==> config.mk <==
export PLATFORM = sky130hd
export DESIGN_NAME = sig_read_window
export DESIGN_NICKNAME = d
export VERILOG_FILES = /design/src/rtl/sigwin_pkg.sv /design/src/rtl/sigwin_timer.sv /design/src/rtl/sigwin_ctl_reg.sv /design/src/rtl/sigwin_rom.sv /design/src/rtl/sigwin_mux.sv /design/src/rtl/sig_read_window.sv
export SDC_FILE = /design/constraint.sdc
export NUM_CORES = 1
export LEC_CHECK = 0
export BUFFER_PORTS_ARGS = -buffer_cell sky130_fd_sc_hd__buf_4
export CORE_MARGIN = 2
export CORE_UTILIZATION = 44
export DETAILED_ROUTE_END_ITERATION = 10
export HOLD_SLACK_MARGIN = 0.02
export PLACE_DENSITY = 0.87
export SYNTH_ARGS = -nofsm -noshare
export SYNTH_HDL_FRONTEND = slang
export SYNTH_HIERARCHICAL = 1
export SYNTH_SLANG_ARGS = --single-unit
==> constraint.sdc <==
create_clock -name clk -period 2.3 [get_ports clk]
set_input_delay 0.23 -clock clk [delete_from_list [all_inputs] [get_ports clk]]
set_output_delay 0.23 -clock clk [all_outputs]
set_load 0.05 [all_outputs]
==> src/rtl/sigwin_pkg.sv <==
package sigwin_pkg;
  localparam int unsigned WORD_W    = 8;
  localparam int unsigned ROW_COUNT = 18;
  localparam int unsigned EN_BIT    = 0;
  localparam int unsigned SIG_BIT   = 5;
  localparam logic [WORD_W-1:0] BLANK_BYTE = '1;

  typedef logic [WORD_W-1:0] byte_t;

  // Both enable and select set in the same write opens the window.
  function automatic logic is_arming(input byte_t d);
    return d[EN_BIT] & d[SIG_BIT];
  endfunction

  // Holes in the factory row read as blank.
  function automatic logic is_reserved(input int unsigned idx);
    return (idx >= 32'd12) && (idx <= 32'd16);
  endfunction

  // Mask that removes only the arming bits.
  function automatic byte_t disarm(input byte_t d);
    byte_t m;
    m = '1;
    m[EN_BIT]  = 1'b0;
    m[SIG_BIT] = 1'b0;
    return d & m;
  endfunction
endpackage

==> src/rtl/sigwin_timer.sv <==
module sigwin_timer #(
  parameter int unsigned WIN_CYCLES  = 6,
  parameter int unsigned LOAD_CYCLES = 3,
  localparam int unsigned CNT_W = $clog2(WIN_CYCLES + 1)
) (
  input  logic             clk,
  input  logic             rst_n,
  input  logic             arm_evt,
  output logic [CNT_W-1:0] win_cnt,
  output logic             win_lock,
  output logic             win_expire,
  output logic             load_ok
);
  logic [CNT_W-1:0] cnt_q;

  always_ff @(posedge clk) begin
    if (!rst_n)                              cnt_q <= '0;
    else if (arm_evt)                        cnt_q <= CNT_W'(1);
    else if (cnt_q == CNT_W'(WIN_CYCLES))    cnt_q <= '0;
    else if (cnt_q != '0)                    cnt_q <= cnt_q + CNT_W'(1);
  end

  assign win_cnt    = cnt_q;
  assign win_lock   = (cnt_q != '0);
  assign win_expire = (cnt_q == CNT_W'(WIN_CYCLES));
  assign load_ok    = (cnt_q != '0) && (cnt_q <= CNT_W'(LOAD_CYCLES));
endmodule

==> src/rtl/sigwin_ctl_reg.sv <==
module sigwin_ctl_reg
  import sigwin_pkg::*;
(
  input  logic  clk,
  input  logic  rst_n,
  input  logic  we,
  input  byte_t wdata,
  input  logic  lock,
  input  logic  expire,
  output byte_t q,
  output logic  arm_evt
);
  byte_t  q_r;
  logic   wr_ok;

  assign wr_ok   = we & ~lock;
  assign arm_evt = wr_ok & is_arming(wdata);

  always_ff @(posedge clk) begin
    if (!rst_n)      q_r <= '0;
    else if (wr_ok)  q_r <= wdata;
    else if (expire) q_r <= disarm(q_r);
  end

  assign q = q_r;
endmodule

==> src/rtl/sigwin_rom.sv <==
module sigwin_rom
  import sigwin_pkg::*;
#(
  parameter int unsigned ADDR_W = 16,
  parameter logic [ROW_COUNT*WORD_W-1:0] ROM_INIT = '0,
  localparam int unsigned IDX_W = $clog2(ROW_COUNT)
) (
  input  logic [ADDR_W-1:0] addr,
  output byte_t             rdata
);
  byte_t      row [ROW_COUNT];
  logic       in_range;
  logic [IDX_W-1:0] idx;

  for (genvar i = 0; i < ROW_COUNT; i++) begin : g_row
    if (is_reserved(i)) begin : g_hole
      assign row[i] = BLANK_BYTE;
    end else begin : g_cell
      assign row[i] = ROM_INIT[i*WORD_W +: WORD_W];
    end
  end

  assign in_range = (addr < ADDR_W'(ROW_COUNT));
  assign idx      = addr[IDX_W-1:0];
  assign rdata    = in_range ? row[idx] : BLANK_BYTE;
endmodule

==> src/rtl/sigwin_mux.sv <==
module sigwin_mux
  import sigwin_pkg::*;
(
  input  logic  ld_req,
  input  logic  load_ok,
  input  byte_t rom_byte,
  input  byte_t flash_byte,
  output byte_t ld_data,
  output logic  sig_hit
);
  assign sig_hit = ld_req & load_ok;
  assign ld_data = sig_hit ? rom_byte : flash_byte;
endmodule

==> src/rtl/sig_read_window.sv <==
module sig_read_window
  import sigwin_pkg::*;
#(
  parameter int unsigned ADDR_W      = 16,
  parameter int unsigned WIN_CYCLES  = 6,
  parameter int unsigned LOAD_CYCLES = 3,
  parameter logic [ROW_COUNT*WORD_W-1:0] ROM_INIT =
    {8'h5C, 8'hFF, 8'hFF, 8'hFF, 8'hFF, 8'hFF, 8'h61, 8'h0E, 8'h8A,
     8'h12, 8'h34, 8'hE8, 8'h03, 8'h02, 8'h02, 8'h10, 8'h93, 8'h1E},
  localparam int unsigned CNT_W = $clog2(WIN_CYCLES + 1)
) (
  input  logic              clk,
  input  logic              rst_n,
  input  logic              ctl_we,
  input  logic [7:0]        ctl_wdata,
  output logic [7:0]        ctl_rdata,
  input  logic              ld_req,
  input  logic [ADDR_W-1:0] ld_addr,
  input  logic [7:0]        flash_rdata,
  output logic [7:0]        ld_data
);
  // Named internal events, visible to the bound checker.
  logic             arm_evt;
  logic [CNT_W-1:0] win_cnt;
  logic             win_lock;
  logic             win_expire;
  logic             load_ok;
  logic             sig_hit;
  byte_t            rom_byte;

  sigwin_timer #(.WIN_CYCLES(WIN_CYCLES), .LOAD_CYCLES(LOAD_CYCLES)) u_timer (
    .clk(clk), .rst_n(rst_n), .arm_evt(arm_evt), .win_cnt(win_cnt),
    .win_lock(win_lock), .win_expire(win_expire), .load_ok(load_ok)
  );

  sigwin_ctl_reg u_reg (
    .clk(clk), .rst_n(rst_n), .we(ctl_we), .wdata(ctl_wdata),
    .lock(win_lock), .expire(win_expire), .q(ctl_rdata), .arm_evt(arm_evt)
  );

  sigwin_rom #(.ADDR_W(ADDR_W), .ROM_INIT(ROM_INIT)) u_rom (
    .addr(ld_addr), .rdata(rom_byte)
  );

  sigwin_mux u_mux (
    .ld_req(ld_req), .load_ok(load_ok), .rom_byte(rom_byte),
    .flash_byte(flash_rdata), .ld_data(ld_data), .sig_hit(sig_hit)
  );
endmodule

==> out/metrics.yaml <==
outcome: "complete, no violations"
final-seq-area_um2: 221
max_freq_mhz: 453
dp_cells: 187
slew_headroom: 0.776
fin_crit_sh: 0.960
placed_area_um2: 1390
setup_viol: 0
cp-start-kind: "input pin"
final_layout_size_suffix_gt1_frac: 0.457
critPathKind: "in2out"
grt_pass1_vias: 986
n_antenna_cell: 0
numCtsBuffers: 3
grt_pass1_wl_mm: 3.74
fill_cells: 164
grt_antenna_before_repair: 0
vias: 1000
max_cap_viol_count: 0
drt-vias-per-instance: 5.24
clock_power_share: 0.128
cts.sinks: 11
leakage_nw: 0.696
core_um2: 2020
final_util: 0.707
stdcell_area_um2: 1430
initial_core_util: 0.479
met3_usage: 0.0117
grt.met2_usage: 0.392
firstDrtPassIters: 4
layout_min_cycle_time_ns: 2.21
rsz0062_at_grt: "false"
drc_errors: 0
place_congestion: 0.932
ir_drop_mv: 0.464
finalSetupTns_ns: 0
use_met1: 0.166
hpwl_mm: 2.02
avgSynthCellArea_um2: 8.80
die_h_um: 50.9
hold_violations: 0
multi_input_area_um2: 723
nets: 211
cts_max_level: 1
grt_overflow: 0
clkLatencyLatePin_ns: 0.27
crit_path_end_kind: "output pin"
worst_pin_slew_ns: 0.336
swShare: 0.464
grt_max_degree: 14
layout_setup_ws_ns: 0.0928
die_area_um2: 2590
p_comb_frac: 0.620
post-place-ws_ns: 0.0528
hold_class: "in2reg"
clkTransAtPathRegs_ns: 0.07
grt.busiest_layer: "met2"
crit_required_ns: 2.07
io_pins: 52
wl_per_cell_um: 12.6
fin_cells: 191
internal-power_mw: 0.547
antenna_left: 0
power.density_nw_per_um2: 714
cts_hold_buf: 0
maxSlewViolCount: 0
critPathArrivalTime_ns: 1.98
synth.net_count: 156
cts_buffer_depth: 2
crit_fanout: 7
cts_tree: "yes"
worst_hold_slack_ns: 0.208
core.rowCount: 16
cts_root_buf: "clkbuf_4"
p_switching_mw: 0.473
syn_to_final_growth_pct: 47.5
ys_warn_count: 6
finClkSkew_ns: 0.000912
portBuffers: 51
die_width_um: 50.9
postRouteWirelength_mm: 2.40
track_usage: 0.188
cts_setup_buffers: 0
power_mw: 1.02
drt_iter0_drc: 10
p_seq_frac: 0.252
syn_inst: 110
syn-cell-area_um2: 968
[cells in the final DEF (no fill, tap or decap), types with 2 or more instances in the layout]
cell	n
a21boi_1	8
a21oi_1	4
buf_4	53
clkbuf_4	3
dfxtp_1	10
ha_1	10
inv_1	7
mux2_4	8
mux2i_1	3
nand2_1	15
nand2b_1	3
nand3_1	3
nand3b_1	2
nor2_1	6
o21ai_0	6
[path summary, 6_finish.rpt]
path	from	depth (start not counted)	endpoint	slack, ns
setup / recovery	ld_addr[3]	6	ld_data[0]	0.09
hold / removal	ctl_wdata[1]	3	u_reg/q[1]	0.21
setup reg to reg	u_timer/win_cnt[1]	8	u_timer/win_cnt[2]	0.52
hold reg to reg	u_reg/q[2]	2	u_reg/q[2]	0.46
[repair_timing]
action                     in CTS  in global routing
pin swaps                       0                  1
gates resized for setup         1                  4
setup endpoints to repair       8                  8
[area by class of cell]
class,count,area share
well taps,27,0.0236
inverters,7,0.0184
flip-flops and latches,11,0.155
multi-input cells,89,0.506
clock buffers,4,0.0184
repair buffers,53,0.278
[critical path, stage by stage]
cell and delay [ns]:
buf_4 0.14, or4b_4 0.56, a2111oi_4 0.43, o21ai_0 0.14, mux2_4 0.28, buf_4 0.19
[registers in the layout, indices dropped and copies added, names as in the netlist]
signal           count
u_timer/win_cnt      3
u_reg/q              8
[per-layer routing]
| layer | vias up | share of wire |
|---|---|---|
| met3 | 6 | 0.060 |
| li1 | 496 | - |
| met2 | 40 | 0.57 |
| met1 | 458 | 0.35 |
| met4 | 0 | 0.022 |
| met5 | - | 0 |
[power by group through the flow]
stage	Clock [mW]	Sequential [mW]	Combinational, mW
final	0.131	0.257	0.633
after detailed placement	0	0.259	0.628
after floorplan	0	0.334	0.372
after global placement	0	0.255	0.607
after CTS	0.135	0.255	0.634
after global routing	0.144	0.262	0.679
(Power assumes the default switching activity.)
